--- src/rtl/hdlc_tc_pkg.sv ---
package hdlc_tc_pkg;

    // What the transmit register holds this cycle
    typedef enum logic [2:0] {
        TX_IDLE = 3'd0,
        TX_DATA = 3'd1,
        TX_RAW  = 3'd2,
        TX_INS0 = 3'd3,
        TX_INS1 = 3'd4
    } tx_kind_e;

    // What the receiver did with the last accepted line bit
    typedef enum logic [1:0] {
        RX_NONE = 2'd0,
        RX_PASS = 2'd1,
        RX_DROP = 2'd2,
        RX_FLAG = 2'd3
    } rx_kind_e;

    // Counter width able to hold the larger of the two run limits
    function automatic int run_cnt_width(input int ones_lim, input int zeros_lim);
        int top;
        top = (ones_lim > zeros_lim) ? ones_lim : zeros_lim;
        return $clog2(top + 1);
    endfunction

endpackage

--- src/rtl/hdlc_tc_polarity.sv ---
module hdlc_tc_polarity #(
    parameter int WIDTH = 1
) (
    input  logic [WIDTH-1:0] bits_i,
    input  logic             invert_i,
    output logic [WIDTH-1:0] bits_o
);

    for (genvar g = 0; g < WIDTH; g++) begin : g_lane
        assign bits_o[g] = bits_i[g] ^ invert_i;
    end

endmodule

--- src/rtl/hdlc_tc_stuffer.sv ---
module hdlc_tc_stuffer
    import hdlc_tc_pkg::*;
#(
    parameter int ONES_LIMIT  = 5,
    parameter int ZEROS_LIMIT = 7
) (
    input  logic clk_i,
    input  logic srst_i,
    input  logic one_ins_i,
    input  logic in_bit_i,
    input  logic in_valid_i,
    input  logic in_raw_i,
    output logic in_ready_o,
    output logic out_bit_o,
    output logic out_valid_o
);

    localparam int              CNT_W     = run_cnt_width(ONES_LIMIT, ZEROS_LIMIT);
    localparam logic [CNT_W-1:0] ONES_TOP  = CNT_W'(ONES_LIMIT);
    localparam logic [CNT_W-1:0] ZEROS_TOP = CNT_W'(ZEROS_LIMIT);
    localparam logic [CNT_W-1:0] RUN_ONE   = CNT_W'(1);

    typedef struct packed {
        logic [CNT_W-1:0] ones;
        logic [CNT_W-1:0] zeros;
        logic             lbit;
        logic             valid;
        tx_kind_e         kind;
    } tx_st_t;

    tx_st_t st_d, st_q;
    logic   add_zero, add_one;

    function automatic logic [CNT_W-1:0] sat_inc(input logic [CNT_W-1:0] v,
                                                 input logic [CNT_W-1:0] top);
        return (v >= top) ? top : v + RUN_ONE;
    endfunction

    always_comb begin
        add_zero    = (st_q.ones == ONES_TOP);
        add_one     = one_ins_i && (st_q.zeros == ZEROS_TOP);
        st_d        = st_q;
        st_d.valid  = 1'b0;
        st_d.kind   = TX_IDLE;
        if (add_zero) begin
            // added zero opens a zero run
            st_d.lbit  = 1'b0;
            st_d.valid = 1'b1;
            st_d.kind  = TX_INS0;
            st_d.ones  = '0;
            st_d.zeros = RUN_ONE;
        end else if (add_one) begin
            // added one opens a one run
            st_d.lbit  = 1'b1;
            st_d.valid = 1'b1;
            st_d.kind  = TX_INS1;
            st_d.zeros = '0;
            st_d.ones  = RUN_ONE;
        end else if (in_valid_i) begin
            st_d.lbit  = in_bit_i;
            st_d.valid = 1'b1;
            if (in_raw_i) begin
                st_d.kind  = TX_RAW;
                st_d.ones  = '0;
                st_d.zeros = '0;
            end else if (in_bit_i) begin
                st_d.kind  = TX_DATA;
                st_d.ones  = sat_inc(st_q.ones, ONES_TOP);
                st_d.zeros = '0;
            end else begin
                st_d.kind  = TX_DATA;
                st_d.zeros = sat_inc(st_q.zeros, ZEROS_TOP);
                st_d.ones  = '0;
            end
        end
    end

    always_ff @(posedge clk_i) begin
        if (srst_i) begin
            st_q <= '0;
        end else begin
            st_q <= st_d;
        end
    end

    assign in_ready_o  = !(add_zero || add_one);
    assign out_bit_o   = st_q.lbit;
    assign out_valid_o = st_q.valid;

    // a full ones run is followed by an added zero
    p_add_zero_r1: assert property (@(posedge clk_i) disable iff (srst_i)
        (st_q.ones == ONES_TOP) |=> (out_valid_o && !out_bit_o && st_q.kind == TX_INS0));

    // the ones counter never passes its limit
    p_ones_bound_r1: assert property (@(posedge clk_i) disable iff (srst_i)
        st_q.ones <= ONES_TOP);

    // a full zeros run with one-insertion active is followed by an added one
    p_add_one_r2: assert property (@(posedge clk_i) disable iff (srst_i)
        (one_ins_i && st_q.zeros == ZEROS_TOP) |=> (out_valid_o && out_bit_o && st_q.kind == TX_INS1));

    // a refused payload bit always coincides with an emitted added bit
    p_stall_emits_r4: assert property (@(posedge clk_i) disable iff (srst_i)
        (in_valid_i && !in_ready_o) |=> (out_valid_o && st_q.kind != TX_DATA && st_q.kind != TX_RAW));

    // an accepted payload bit leaves on the next cycle unchanged
    p_accept_out_r4: assert property (@(posedge clk_i) disable iff (srst_i)
        (in_valid_i && in_ready_o) |=> (out_valid_o && out_bit_o == $past(in_bit_i)));

    // a bypassed bit leaves both run counters cleared
    p_raw_clear_r5: assert property (@(posedge clk_i) disable iff (srst_i)
        (in_valid_i && in_ready_o && in_raw_i) |=> (st_q.ones == '0 && st_q.zeros == '0));

    // reset clears counters and output valid
    p_reset_tx_r10: assert property (@(posedge clk_i)
        srst_i |=> (!out_valid_o && st_q.ones == '0 && st_q.zeros == '0));

endmodule

--- src/rtl/hdlc_tc_destuffer.sv ---
module hdlc_tc_destuffer
    import hdlc_tc_pkg::*;
#(
    parameter int ONES_LIMIT  = 5,
    parameter int ZEROS_LIMIT = 7
) (
    input  logic clk_i,
    input  logic srst_i,
    input  logic one_ins_i,
    input  logic in_bit_i,
    input  logic in_valid_i,
    output logic out_bit_o,
    output logic out_valid_o,
    output logic flag_o
);

    localparam int              CNT_W     = run_cnt_width(ONES_LIMIT, ZEROS_LIMIT);
    localparam logic [CNT_W-1:0] ONES_TOP  = CNT_W'(ONES_LIMIT);
    localparam logic [CNT_W-1:0] ZEROS_TOP = CNT_W'(ZEROS_LIMIT);
    localparam logic [CNT_W-1:0] RUN_ONE   = CNT_W'(1);

    typedef struct packed {
        logic [CNT_W-1:0] ones;
        logic [CNT_W-1:0] zeros;
        logic             lbit;
        logic             valid;
        logic             flag;
        rx_kind_e         kind;
    } rx_st_t;

    rx_st_t st_d, st_q;
    logic   ones_full, zeros_full;

    function automatic logic [CNT_W-1:0] sat_inc(input logic [CNT_W-1:0] v,
                                                 input logic [CNT_W-1:0] top);
        return (v >= top) ? top : v + RUN_ONE;
    endfunction

    always_comb begin
        ones_full  = (st_q.ones == ONES_TOP);
        zeros_full = one_ins_i && (st_q.zeros == ZEROS_TOP);
        st_d       = st_q;
        st_d.valid = 1'b0;
        st_d.flag  = 1'b0;
        st_d.kind  = RX_NONE;
        if (in_valid_i) begin
            if (ones_full) begin
                if (in_bit_i) begin
                    // sixth one: flag or abort, not data
                    st_d.flag  = 1'b1;
                    st_d.kind  = RX_FLAG;
                    st_d.ones  = '0;
                    st_d.zeros = '0;
                end else begin
                    st_d.kind  = RX_DROP;
                    st_d.ones  = '0;
                    st_d.zeros = RUN_ONE;
                end
            end else if (zeros_full && in_bit_i) begin
                st_d.kind  = RX_DROP;
                st_d.zeros = '0;
                st_d.ones  = RUN_ONE;
            end else begin
                st_d.kind  = RX_PASS;
                st_d.valid = 1'b1;
                st_d.lbit  = in_bit_i;
                if (in_bit_i) begin
                    st_d.ones  = sat_inc(st_q.ones, ONES_TOP);
                    st_d.zeros = '0;
                end else begin
                    st_d.zeros = sat_inc(st_q.zeros, ZEROS_TOP);
                    st_d.ones  = '0;
                end
            end
        end
    end

    always_ff @(posedge clk_i) begin
        if (srst_i) begin
            st_q <= '0;
        end else begin
            st_q <= st_d;
        end
    end

    assign out_bit_o   = st_q.lbit;
    assign out_valid_o = st_q.valid;
    assign flag_o      = st_q.flag;

    // the zero after a full ones run is dropped
    p_drop_zero_r6: assert property (@(posedge clk_i) disable iff (srst_i)
        (in_valid_i && st_q.ones == ONES_TOP && !in_bit_i) |=> (!out_valid_o && !flag_o));

    // the one after a full zeros run is dropped when one-insertion is active
    p_drop_one_r6: assert property (@(posedge clk_i) disable iff (srst_i)
        (in_valid_i && one_ins_i && st_q.zeros == ZEROS_TOP && in_bit_i) |=> !out_valid_o);

    // ordinary bits pass one cycle later unchanged
    p_pass_r6: assert property (@(posedge clk_i) disable iff (srst_i)
        (in_valid_i && st_q.ones != ONES_TOP && !(one_ins_i && st_q.zeros == ZEROS_TOP))
        |=> (out_valid_o && out_bit_o == $past(in_bit_i)));

    // a sixth one raises the flag and clears the counters
    p_flag_r7: assert property (@(posedge clk_i) disable iff (srst_i)
        (in_valid_i && st_q.ones == ONES_TOP && in_bit_i) |=> (flag_o && st_q.ones == '0 && st_q.zeros == '0));

    // flag and data valid never coincide
    p_flag_excl_r7: assert property (@(posedge clk_i) disable iff (srst_i)
        flag_o |-> !out_valid_o);

    // reset clears counters and outputs
    p_reset_rx_r10: assert property (@(posedge clk_i)
        srst_i |=> (!out_valid_o && !flag_o && st_q.ones == '0 && st_q.zeros == '0));

endmodule

--- src/rtl/hdlc_transparency_coder.sv ---
module hdlc_transparency_coder #(
    parameter int ONES_LIMIT  = 5,
    parameter int ZEROS_LIMIT = 7
) (
    input  logic clk_i,
    input  logic srst_i,
    input  logic cfg_bus_mode_i,
    input  logic cfg_one_ins_i,
    input  logic cfg_invert_i,
    input  logic tx_bit_i,
    input  logic tx_valid_i,
    input  logic tx_raw_i,
    output logic tx_ready_o,
    output logic line_tx_o,
    output logic line_tx_valid_o,
    input  logic line_rx_i,
    input  logic line_rx_valid_i,
    output logic rx_bit_o,
    output logic rx_valid_o,
    output logic rx_flag_o
);

    logic one_ins_on;
    logic invert_on;
    logic tx_logic_bit;
    logic rx_logic_bit;

    // mode decode: insertion only in bus mode, inversion never in bus mode
    assign one_ins_on = cfg_one_ins_i && cfg_bus_mode_i;
    assign invert_on  = cfg_invert_i && !cfg_bus_mode_i;

    hdlc_tc_stuffer #(
        .ONES_LIMIT  (ONES_LIMIT),
        .ZEROS_LIMIT (ZEROS_LIMIT)
    ) u_stuffer (
        .clk_i       (clk_i),
        .srst_i      (srst_i),
        .one_ins_i   (one_ins_on),
        .in_bit_i    (tx_bit_i),
        .in_valid_i  (tx_valid_i),
        .in_raw_i    (tx_raw_i),
        .in_ready_o  (tx_ready_o),
        .out_bit_o   (tx_logic_bit),
        .out_valid_o (line_tx_valid_o)
    );

    hdlc_tc_polarity #(.WIDTH(1)) u_tx_pol (
        .bits_i   (tx_logic_bit),
        .invert_i (invert_on),
        .bits_o   (line_tx_o)
    );

    hdlc_tc_polarity #(.WIDTH(1)) u_rx_pol (
        .bits_i   (line_rx_i),
        .invert_i (invert_on),
        .bits_o   (rx_logic_bit)
    );

    hdlc_tc_destuffer #(
        .ONES_LIMIT  (ONES_LIMIT),
        .ZEROS_LIMIT (ZEROS_LIMIT)
    ) u_destuffer (
        .clk_i       (clk_i),
        .srst_i      (srst_i),
        .one_ins_i   (one_ins_on),
        .in_bit_i    (rx_logic_bit),
        .in_valid_i  (line_rx_valid_i),
        .out_bit_o   (rx_bit_o),
        .out_valid_o (rx_valid_o),
        .flag_o      (rx_flag_o)
    );

    // in bus mode the transmit pin carries the logical bit
    p_bus_no_invert_r9: assert property (@(posedge clk_i) disable iff (srst_i)
        (cfg_bus_mode_i && line_tx_valid_o) |-> (line_tx_o == tx_logic_bit));

    // with inversion on outside bus mode the pin is the complement
    p_invert_r8: assert property (@(posedge clk_i) disable iff (srst_i)
        (cfg_invert_i && !cfg_bus_mode_i && line_tx_valid_o) |-> (line_tx_o != tx_logic_bit));

endmodule

--- config.mk ---
export PLATFORM = sky130hd
export DESIGN_NAME = hdlc_transparency_coder
export DESIGN_NICKNAME = d
export VERILOG_FILES = /design/src/rtl/hdlc_tc_pkg.sv /design/src/rtl/hdlc_tc_polarity.sv /design/src/rtl/hdlc_tc_stuffer.sv /design/src/rtl/hdlc_tc_destuffer.sv /design/src/rtl/hdlc_transparency_coder.sv
export SDC_FILE = /design/constraint.sdc
export NUM_CORES = 1
export LEC_CHECK = 0
export ABC_AREA = 1
export BUFFER_PORTS_ARGS = -buffer_cell sky130_fd_sc_hd__buf_4
export CAP_MARGIN = 25
export CORE_MARGIN = 2
export CORE_UTILIZATION = 39
export DETAILED_ROUTE_END_ITERATION = 10
export PLACE_DENSITY = 0.65
export SETUP_SLACK_MARGIN = 0.05
export SYNTH_ARGS = -nofsm -noshare
export SYNTH_HDL_FRONTEND = slang
export SYNTH_SLANG_ARGS = --single-unit
--- constraint.sdc ---
create_clock -name clk_i -period 1.1 [get_ports clk_i]
set_input_delay 0.22 -clock clk_i [delete_from_list [all_inputs] [get_ports clk_i]]
set_output_delay 0.22 -clock clk_i [all_outputs]
set_load 0.005 [all_outputs]
**Word level (Yosys, flattened, before mapping)**

Index checks and enable logic that the tools add are counted.

- Add/sub/neg operators: 4
- Eq/ne operators: 4
- Bitwise gates (word level): 5
- Reductions and logical operators: 15
- $lt $le $gt $ge: 4
- Multiplexer cells: 16

Operator list:

| operator | count |
|---|---|
| 6-bit 2-to-1 mux | 6 |
| 9-bit 2-to-1 mux | 2 |
| 3-bit by 1-bit adder with 3-bit output, second input constant | 4 |
| 3-bit equality test, second input constant | 4 |
| 3-bit >= comparator, second input constant | 4 |
| 3-bit 2-to-1 mux | 4 |
| 3-bit OR reduction | 3 |
| 1-bit logical AND | 5 |
| 1-bit 2-to-1 mux | 3 |
| 1-bit NOT | 3 |
| 3-bit AND reduction | 1 |
| 3-bit nonzero test | 1 |
| 1-bit logical NOT | 2 |
| 2-bit 2-to-1 mux | 1 |
| 2-bit nonzero test | 1 |
| 2-bit OR reduction | 1 |
| 1-bit XOR | 2 |
| 1-bit logical OR | 1 |

- Input port bits: 10
- Word-level logic and storage cells: 59
- Flip-flop bits (word level): 17

**Depth between registers and ports, before layout**

Gate-level depths: netlist of the first run.

- Depth in word-level cells: 7
- Mapped depth: 8

**By module**

From an unflattened synthesis of the first run, not the netlist that was laid out.

- Cells, all modules: 150
- Area total of the unflattened synthesis: 1,004.7 µm²

By module, submodules not included:

| module | cells each | seq. area each (µm²) | instances | area each (µm²) |
|---|---|---|---|---|
| hdlc_tc_stuffer | 72 | 160.2 | 1 | 496.7 |
| hdlc_tc_destuffer | 64 | 180.2 | 1 | 455.4 |
| hdlc_tc_polarity | 5 | 0.0 | 2 | 18.8 |
| hdlc_transparency_coder | 4 | 0.0 | 1 | 15.0 |

**Least setup slack after synthesis of the first run**

No wires, ideal clock.

- Kind: reg2reg
- Start point: reg u_stuffer.st_q[5] (netlist bit)
- End point: reg u_stuffer.st_q[6] (netlist bit)
- Required time: 1.030 ns
- Library setup time: 0.070 ns
- Slack: -0.133 ns
- Arrival time: 1.163 ns
- Period minus slack after synthesis: 1.233 ns
- Cell stages (with the launch flop): 8
- Cells stage by stage: dfxtp_1 -> ha_1 -> ha_1 -> nand3_1 -> nand2_1 -> inv_2 -> nand2_1 -> a21oi_1

- Word-level cells in the longest chain between the ends: 4
- Elaborated cells between the ends (all ways): 8

RTL lines:

| element | line | RTL |
|---|---|---|
| start: declaration | hdlc_tc_stuffer.sv:31 | `tx_st_t st_d, st_q;` |
| start signal: assignment | hdlc_tc_stuffer.sv:82 | `st_q <= st_d;` |
| 3-bit by 1-bit adder with 3-bit output or 3-bit >= comparator (tied branches) | hdlc_tc_stuffer.sv:36 | `return (v >= top) ? top : v + RUN_ONE;` |
| 3-bit 2-to-1 mux | hdlc_tc_stuffer.sv:36 |  |
| 6-bit 2-to-1 mux | hdlc_tc_stuffer.sv:66 | `end else if (in_bit_i) begin` |
| 6-bit 2-to-1 mux | hdlc_tc_stuffer.sv:62 | `if (in_raw_i) begin` |

Several ways; a longest one is shown, not always the timed one.
A chain may end at the register's enable or synchronous reset.

**Final worst setup path of the first run**

- Start point: reg u_stuffer.st_q[6] (netlist bit)
- End point: out tx_ready_o

- Word-level cells in the longest chain between the ends: 4

RTL lines:

| element | line | RTL |
|---|---|---|
| 3-bit equality test | hdlc_tc_stuffer.sv:41 | `add_one = one_ins_i && (st_q.zeros == ZEROS_TOP);` |
| 1-bit logical AND | hdlc_tc_stuffer.sv:41 |  |
| 1-bit logical OR | hdlc_tc_stuffer.sv:86 | `assign in_ready_o = !(add_zero \|\| add_one);` |
| 1-bit logical NOT | hdlc_tc_stuffer.sv:86 |  |
| end: declaration | hdlc_transparency_coder.sv:13 | `output logic tx_ready_o,` |

Every way passes these cells.

==> impl_metrics.csv, run 1 <==
group,metric,value,unit
final_layout,area_growth,58.8,%
clocking,cts_buffer_depth,2,
critical_path,required,880,ps
global_routing,antenna_found_initial,0,
critical_path,path_class,"flop to primary output",
status,violations,"negative setup slack",
global_routing,grt_usage,19.0,%
final_layout,final_area,0.00150,mm2
route,wl_per_cell,12.6,um
clocking,cts-buffers-inserted,3,
flow_run,cap_violations,0,
sta,fin_crit,1440,ps
synthesis,yosys.area_share.xor_xnor,1.85,%
route,via_per_inst,5.00,
synthesis,yosysWarnings,0,
critical_path,cp-start-kind,"flop",
power_and_ir_drop,ir_worst_vdd,0.650,mV
route,dr_total_vias,985,
place,place.gp.congestion,0.783,
final_layout,fillCellCount,199,
final_layout,nets,188,
floorplan,die-area,0.00284,mm2
status,status,"finished, violations left",
synthesis,synth-compound-area-share,12.8,%
sta,final_hold_viol_count,0,
clocking,cts_root_buf,"clkbuf_4",
route,drtIter0Drc,18,
global_routing,grt_overflow,0,
synthesis,synth_top_family_by_area,"simple AND/OR/NAND/NOR gates",
clocking,cts.sinks,17,
sta,holdWs,174,ps
global_routing,grt_max_degree,10,
power_and_ir_drop,power_density,829,mW/mm2
synthesis,yosysUniqueCellTypes,20,
sta,tightest_slew,228,ps
floorplan,initial_core_util,42.0,%
synthesis,synth_nets,148,
route,drtAntennaViolNets,0,
critical_path,endpoint_kind,"primary output",
sta,fin_tns_setup,-1390,ps
synthesis,syn_area,947,um2
clocking,clk_pin_slew,100,ps
floorplan,ios,16,
place,detailed_place_hpwl,1740,um
clocking,cts_hold_buffers,0,
sta,fmaxAchievable,695,MHz
power_and_ir_drop,leakage,0.639,nW
clocking,insertion_delay,290,ps
final_layout,n_antenna_cell,0,
critical_path,crit_arrival,1220,ps
route,drcViolationCount,0,
floorplan,core,0.00225,mm2
global_routing,grt_pass1_vias,941,
sta,finalCritPeriodShare,131,%
global_routing,grt_pass1_wl,3950,um
place,place_area,0.00130,mm2
worst_hold_path,hold_class,"input pin to flop",
sta,worst_slack,-338,ps
synthesis,avgSynthCellArea,7.29,um2
final_layout,drive_above_1_share,54.4,%
floorplan,dieWidth,53.3,um
synthesis,synth-adder-area-share,10.6,%
sta,slew_headroom,84.6,%
sta,fin_worst_skew,2.31,ps
synthesis,synth-seq-cells,17,
route,wirelength,2470,um
sta,drv_slew,0,
clocking,htreeDepth,1,
floorplan,die_h,53.3,um
floorplan,rows,17,
synthesis,ys_seq_area_share,35.9,%
synthesis,synth-simple-area-share,31.3,%
place,io_buffer_count,15,
sta,rsz0062_at_grt,"true",
critical_path,crit_path_max_fanout,2,
route,drt_first_pass_iters,4,
sta,setup_viol,17,
synthesis,synthMuxAreaShare,0,%
synthesis,synth_cells,130,
clocking,cts_tree,"yes",
-- state kept, by name, summed over array words and instances, names as in the netlist --
name                     cells
u_destuffer.out_valid_o      1
u_stuffer.st_q               6
u_stuffer.out_valid_o        1
u_stuffer.out_bit_o          1
u_destuffer.st_q             6
u_destuffer.flag_o           1
u_destuffer.out_bit_o        1
-- Yosys cell counts (all sizes together) --
cell | instances | share of area (%)
nand2 | 38 | 16
buf | 1 | 1.2
a31oi | 2 | 1.3
nor2 | 6 | 2.9
nor4 | 1 | 0.66
nor3 | 3 | 1.6
a21oi | 14 | 9.4
o21ai | 4 | 2.1
xnor2 | 2 | 1.8
inv | 16 | 6.3
nand3b | 3 | 2.4
ha | 8 | 11
nand4 | 2 | 1.3
nand3 | 13 | 6.9
dfxtp | 17 | 36
-- per-layer routing --
metal,vias up,share of wire (%),GRT usage (%)
met5,-,0,0
met4,0,0.69,7.69
met3,2,1.9,2.54
met2,8,54,35.6
met1,463,43,21.1
li1,512,-,-
-- per-stage QoR --
stage | total power (W) | utilization (%) | instances | setup WS [ps]
after floorplan | 0.000771 | - | 130 | -13.1
after global placement | 0.000868 | 57.8 | 188 | -60.8
after detailed placement | 0.000873 | 57.8 | 188 | -72.3
after CTS | 0.00123 | 63.2 | 196 | -354
after global routing | 0.00131 | 66.7 | 197 | -397
final | 0.00125 | 66.7 | 197 | -338
-- power breakdown --
group / switching [W] / internal [W]
Clock: 0.000201 / 0.000141
Combinational: 0.000134 / 0.000120
Sequential: 0.0000140 / 0.000637
Total: 0.000349 / 0.000898
-- final cells by class --
| type | count | area, um2 | share of cell area [%] |
|---|---|---|---|
| tap | 28 | 35.0 | 2.33 |
| multi-input combinational | 96 | 744 | 49.5 |
| clock buffer | 4 | 26.3 | 1.75 |
| timing repair buffer | 36 | 285 | 19.0 |
| sequential | 17 | 350 | 23.3 |
| inverter | 16 | 62.6 | 4.16 |
-- worst max-delay path: stages, from the launching register on --
cell and delay [ps]:
dfxtp_2 350, ha_4 160, ha_4 160, nand3_4 60, nand2_2 60, inv_2 60
buf_6 90
-- what timing repair did --
item / CTS / global route
pin swaps: 6 / 9
setup buffers: 4 / 1
hold endpoints to repair: 0 / 0
setup endpoints to repair: 17 / 18
resized for setup: 17 / 18
-- cell usage in the layout, fill, tap and decap left out, types with 2 or more instances in the layout --
| cell type | instances |
|---|---|
| nand3b_1 | 3 |
| inv_2 | 5 |
| nand3_4 | 2 |
| ha_4 | 5 |
| a21oi_2 | 10 |
| nand3_1 | 8 |
| inv_1 | 10 |
| nand3_2 | 3 |
| o21ai_1 | 2 |
| nand2_4 | 3 |
| buf_4 | 32 |
| nand4_1 | 2 |
| clkbuf_4 | 3 |
| nor2_2 | 2 |
| nor2_1 | 3 |
| ha_1 | 3 |
| a21oi_1 | 3 |
| dfxtp_2 | 8 |
| nand2_1 | 27 |
| nor3_1 | 2 |
| dfxtp_1 | 9 |
| buf_6 | 4 |
| nand2_2 | 8 |
-- worst paths after layout --
| kind | start | end | slack (ps) | depth (start not counted) |
|---|---|---|---|---|
| hold reg to reg | u_destuffer.out_bit_o | u_destuffer.out_bit_o | 520 | 2 |
| setup / recovery | u_stuffer.st_q[6] | tx_ready_o | -340 | 6 |
| setup reg to reg | u_stuffer.st_q[6] | u_stuffer.st_q[5] | -190 | 9 |
| hold / removal | tx_valid_i | u_stuffer.out_valid_o | 170 | 3 |
-- kinds of logic after synthesis --
family,count (synthesis)
simple gates,66
compound gates,20
buf+inv,17
flops,17
fa+ha+maj,8
xor+xnor,2
(Power assumes the default switching activity.)
==> run 2: changes to the inputs <==
Settings changed: CORE_UTILIZATION 39 to 48, CTS_CLUSTER_SIZE set to 28, PLACE_DENSITY 0.65 to 0.77.
==> run 2 against run 1 <==
Against the previous run:
- clock power is 4% higher
- register-to-register slack better by 70 ps
- count of clock-buffer cells in the layout is 1 lower
- non-clock buffer count is 4 lower
- fmax is 2.0% lower
- routed wire length is 6.9% lower
- the flow still finishes with violations (negative setup slack)
- final cell count is 2.5% lower
- critical endpoint unchanged
- first-iteration DRC count is 11% lower
- power is 0.32% lower
- largest cell class unchanged
==> impl_metrics.csv, run 2 (synthesis gave the netlist of run 1 again) <==
group,metric,value,unit
route,drcViolationCount,0,
critical_path,cp-start-kind,"flop",
place,io_buffer_count,15,
global_routing,grt_util_met3,4.63,%
floorplan,initial_core_util,49.8,%
critical_path,crit_top_cell,"ha_4",
worst_hold_path,hp-start,"tx_valid_i",
sta,holdWs,151,ps
route,via_per_inst,5.02,
global_routing,use_met1,26.5,%
final_layout,area_growth,53.5,%
power_and_ir_drop,ir_worst_vdd,0.817,mV
route,drtAntennaViolNets,0,
clocking,cts_root_buf,"clkbuf_4",
route,drtIter0Drc,16,
route,wl_per_cell,12.0,um
clocking,htreeDepth,1,
critical_path,required,880,ps
clocking,insertion_delay,310,ps
global_routing,grt_overflow,0,
final_layout,layout_common_cells,"nand2_1 (31), buf_4 (29), inv_1 (10), dfxtp_2 (10), a21oi_2 (9)",
sta,tightest_slew,223,ps
sta,fin_crit,1470,ps
critical_path,crit_path_max_fanout,2,
critical_path,crit_arrival,1250,ps
worst_hold_path,hold_class,"input pin to flop",
route,wirelength,2300,um
status,status,"finished, violations left",
final_layout,final_area,0.00145,mm2
floorplan,dieWidth,48.4,um
floorplan,rows,16,
floorplan,die-area,0.00234,mm2
global_routing,grt_pass1_wl,3930,um
sta,drv_slew,0,
sta,worst_slack,-367,ps
power_and_ir_drop,power,0.00124,W
critical_path,crit_chain,"ha_4 -> ha_4 -> nand3_4 -> nand2_2 -> inv_2 -> buf_6",
final_layout,final_common_cell,"nand2_1",
route,dr_total_vias,963,
sta,fmaxAchievable,682,MHz
sta,setup_viol,15,
final_layout,nets,184,
clocking,clk_pin_slew,110,ps
clocking,cts_hold_buffers,0,
sta,rsz0062_at_grt,"true",
sta,fin_worst_skew,10.8,ps
status,violations,"negative setup slack",
clocking,cts.sinks,17,
route,drt_first_pass_iters,4,
global_routing,antenna_found_initial,0,
place,detailed_place_hpwl,1630,um
critical_path,startpoint,"u_stuffer.st_q[5]",
clocking,cts-buffers-inserted,3,
final_layout,top_regs,"u_destuffer.st_q (6), u_stuffer.st_q (6)",
final_layout,drive_above_1_share,51.5,%
flow_run,cap_violations,0,
critical_path,path_class,"flop to primary output",
place,place_area,0.00128,mm2
final_layout,multi_input_comb_area,728,um2
global_routing,grt_max_degree,11,
place,place.gp.congestion,0.913,
critical_path,r2r-start,"u_stuffer.st_q[5]",
sta,slew_headroom,85.0,%
global_routing,top_usage_layer,"met2",
final_layout,n_antenna_cell,0,
floorplan,ios,16,
power_and_ir_drop,power_density,855,mW/mm2
sta,finalCritPeriodShare,133,%
power_and_ir_drop,leakage,0.609,nW
clocking,cts_tree,"yes",
global_routing,grt_usage,21.0,%
sta,final_hold_viol_count,0,
critical_path,endpoint_kind,"primary output",
final_layout,fillCellCount,122,
global_routing,grt_pass1_vias,927,
critical_path,critical_path.top_delay_family,"flip-flops",
final_layout,seqCellArea,353,um2
critical_path,critPathMaxStageDelay,350,ps
critical_path,worst_path_max_delay_cell,"dfxtp_2",
critical_path,critPathBufInv,2,
floorplan,core,0.00190,mm2
global_routing,grt_use_met2,35.4,%
clocking,cts_buffer_depth,2,
place,place_ws,-59.5,ps
floorplan,die_h,48.4,um
## run 2: changes by cell type in the layout (fill, tap and decap cells not counted), sizes merged
cell | previous run | this run
clkbuf | 4 | 3
clkinv | 0 | 1
buf | 36 | 32
## run 2: where the power goes
part | switching (W) | internal, W | total [W]
logic | 0.000125 | 0.000110 | 0.000235
clock network | 0.000220 | 0.000136 | 0.000356
registers | 0.0000144 | 0.000637 | 0.000652
## run 2: layer usage
metal  routed length (um)  up-vias
li1                     -      497
met1                 1060      444
met2                 1140       17
met3                   68        5
met4                   38        0
met5                    0        -
## run 2: cell type report
type / instances / share of cell area, %
multi-input combinational: 96 / 50.1
sequential: 17 / 24.3
tap: 27 / 2.32
inverter: 16 / 4.13
clock buffer: 3 / 1.55
clock inverter: 1 / 0.344
timing repair buffer: 32 / 17.3
## run 2: final timing paths
kind,cells after the start,slack [ps],endpoint
setup / recovery,6,-370,tx_ready_o
hold / removal,3,150,u_stuffer.out_valid_o
setup reg to reg,7,-120,u_stuffer.st_q[8]
hold reg to reg,2,540,u_destuffer.out_bit_o
## run 2: stage by stage
stage,TNS (ps),utilization (%),cells
finish,-1320,76.4,192
global route,-2180,76.4,192
CTS,-1160,73.0,192
detailed placement,-190,67.3,184
global placement,-86.1,67.3,184
floorplan,-21.0,-,130
## run 2: what timing repair did
action                                  4_1_cts  5_1_grt
pin swaps                                     8        5
setup buffers                                 6        1
gates resized for setup                      14       14
gates cloned                                  0        0
endpoints found under the setup margin       16       20
## run 2: tightest hold or removal path, cell delays in order
cell	delay (ps)
buf_4	120
o21ai_2	60
inv_1	40
==> run 3: changes to the inputs <==
Settings changed: CORE_UTILIZATION 48 to 30, PLACE_DENSITY 0.77 to 0.54.
==> run 3 against run 2 <==
Against the previous run:
- worst hold slack improved by 4.3 ps
- count of clock-buffer cells in the layout increased by 1
- final area increased by 4.4%
- highest routed layer unchanged
- clock power decreased by 3%
- the flow still finishes with violations (negative setup slack)
==> impl_metrics.csv, run 3 (synthesis gave the netlist of run 1 again) <==
group,metric,value,unit
status,status,"finished, violations left",
status,violations,"negative setup slack",
critical_path,path_class,"flop to primary output",
critical_path,critical_path.top_delay_family,"flip-flops",
worst_hold_path,hold_path_depth,3,
global_routing,grt_overflow,0,
critical_path,worst_path_max_delay_cell,"dfxtp_2",
final_layout,drive_above_1_share,51.5,%
route,via_per_inst,4.63,
final_layout,stdcell_count,213,
final_layout,layout_common_cells,"nand2_1 (29), buf_4 (29), inv_1 (10)",
sta,fin_worst_skew,0.598,ps
critical_path,r2r_cells,8,
place,place_ws,-55.3,ps
critical_path,crit_chain,"ha_4 -> ha_4 -> nand3_4 -> nand2_4 -> inv_2 -> buf_6",
critical_path,endpoint_kind,"primary output",
sta,fin_tns_setup,-1510,ps
power_and_ir_drop,p_comb_share,19.6,%
worst_hold_path,hold_class,"input pin to flop",
power_and_ir_drop,leakage,0.635,nW
power_and_ir_drop,sequentialPowerShare,52.4,%
sta,worst_slack,-334,ps
place,detailed_place_hpwl,1750,um
sta,setup_viol,16,
clocking,clk_pin_slew,100,ps
power_and_ir_drop,p_sw,0.000349,W
final_layout,n_antenna_cell,0,
route,drtIter0Drc,36,
final_layout,nets,188,
route,drt_first_pass_iters,4,
sta,final_hold_viol_count,0,
global_routing,grt_usage,15.0,%
sta,fmaxAchievable,697,MHz
final_layout,fin_util,50.1,%
final_layout,area_growth,60.2,%
floorplan,dieWidth,60.2,um
critical_path,cp-start-kind,"flop",
route,drtAntennaViolNets,0,
floorplan,core,0.00303,mm2
clocking,htreeDepth,1,
floorplan,ios,16,
sta,tightest_slew,246,ps
global_routing,antenna_found_initial,0,
floorplan,rows,20,
power_and_ir_drop,power_density,818,mW/mm2
clocking,cts-buffers-inserted,3,
sta,fin_crit,1430,ps
floorplan,initial_core_util,31.3,%
critical_path,crit_path_max_fanout,2,
floorplan,die_h,60.2,um
flow_run,cap_violations,0,
sta,finalCritPeriodShare,130,%
floorplan,die-area,0.00362,mm2
worst_hold_path,hp-start,"tx_valid_i",
global_routing,grt_pass1_vias,965,
clocking,insertion_delay,290,ps
power_and_ir_drop,netSwitchingFraction,28.1,%
critical_path,crit_arrival,1210,ps
route,wl_per_cell,11.0,um
clocking,cts.sinks,17,
power_and_ir_drop,ir_worst_vdd,0.338,mV
critical_path,required,880,ps
route,drcViolationCount,0,
power_and_ir_drop,power,0.00124,W
clocking,cts_tree,"yes",
clocking,cts_buffer_depth,2,
global_routing,grt_max_degree,10,
worst_hold_path,hold_end,"u_stuffer.out_valid_o",
final_layout,top_regs,"u_destuffer.st_q (6), u_stuffer.st_q (6)",
place,place.gp.congestion,0.799,
sta,slew_headroom,83.4,%
critical_path,crit_top_cell,"ha_4",
critical_path,critPathBufInv,2,
critical_path,reg2reg_slack,-200,ps
clocking,cts_root_buf,"clkbuf_4",
route,dr_total_vias,987,
sta,drv_slew,0,
global_routing,grt_pass1_wl,4040,um
critical_path,critPathMaxStageDelay,350,ps
critical_path,rr_endpoint,"u_stuffer.st_q[8]",
sta,rsz0062_at_grt,"true",
route,wirelength,2350,um
place,dp_cells,204,
place,io_buffer_count,15,
critical_path,r2r-start,"u_stuffer.st_q[5]",
power_and_ir_drop,p_clk_share,28.0,%
power_and_ir_drop,power.internal,0.000892,W
## run 3: changes by cell type in the layout (fill, tap and decap cells not counted), sizes merged
cell    change
clkinv      -1
clkbuf      +1
buf         +4
## run 3: final cells by class
| class | instances | area [um2] |
|---|---|---|
| fillers | 301 | 1510 |
| multi-input cells | 96 | 726 |
| flip-flops and latches | 17 | 354 |
| repair buffers | 36 | 297 |
| inverters | 16 | 60.1 |
| well taps | 44 | 55.1 |
| clock buffers | 4 | 26.3 |
## run 3: worst min-delay path, delay by kind of cell
family	cells	cell delay [ps]
AOI/OAI and AO/OA	1	50
buffers and inverters	2	160
## run 3: worst max path at each step
stage,from,end,slack [ps],cells after the start
after floorplan,u_destuffer.st_q[9],u_destuffer.st_q[9],-10,7
after global placement,u_stuffer.st_q[5],tx_ready_o,-50,6
after detailed placement,u_stuffer.st_q[5],tx_ready_o,-60,6
after CTS,u_stuffer.st_q[6],tx_ready_o,-350,6
after global routing,u_stuffer.st_q[5],tx_ready_o,-390,6
final,u_stuffer.st_q[5],tx_ready_o,-330,6
## run 3: power by group through the flow
stage                     logic (W)  registers [W]  clock network, W
after floorplan            0.000104       0.000667                 0
after global placement     0.000208       0.000664                 0
after detailed placement   0.000210       0.000665                 0
after CTS                  0.000232       0.000651          0.000368
after global routing       0.000271       0.000653          0.000391
final                      0.000243       0.000651          0.000347
## run 3: through the flow
stage / hold slack, ps / area, um2
after floorplan: 332 / 1050
after global placement: 465 / 1320
after detailed placement: 472 / 1320
after CTS: 150 / 1440
after global routing: 159 / 1520
final: 155 / 1520
## run 3: timing repair
item / in CTS / in global routing
gates resized for setup: 20 / 13
pin swaps: 9 / 15
endpoints found under the setup margin: 18 / 19
buffers inserted: 3 / 3
hold buffers: 0 / 0
## run 3: routing by layer
metal | part of all wire, % | vias up | track usage [%]
met5 | 0 | - | 0
met4 | 1.9 | 0 | 6.67
met3 | 2.3 | 5 | 2.60
met2 | 53 | 11 | 27.3
met1 | 42 | 460 | 16.9
li1 | - | 511 | -
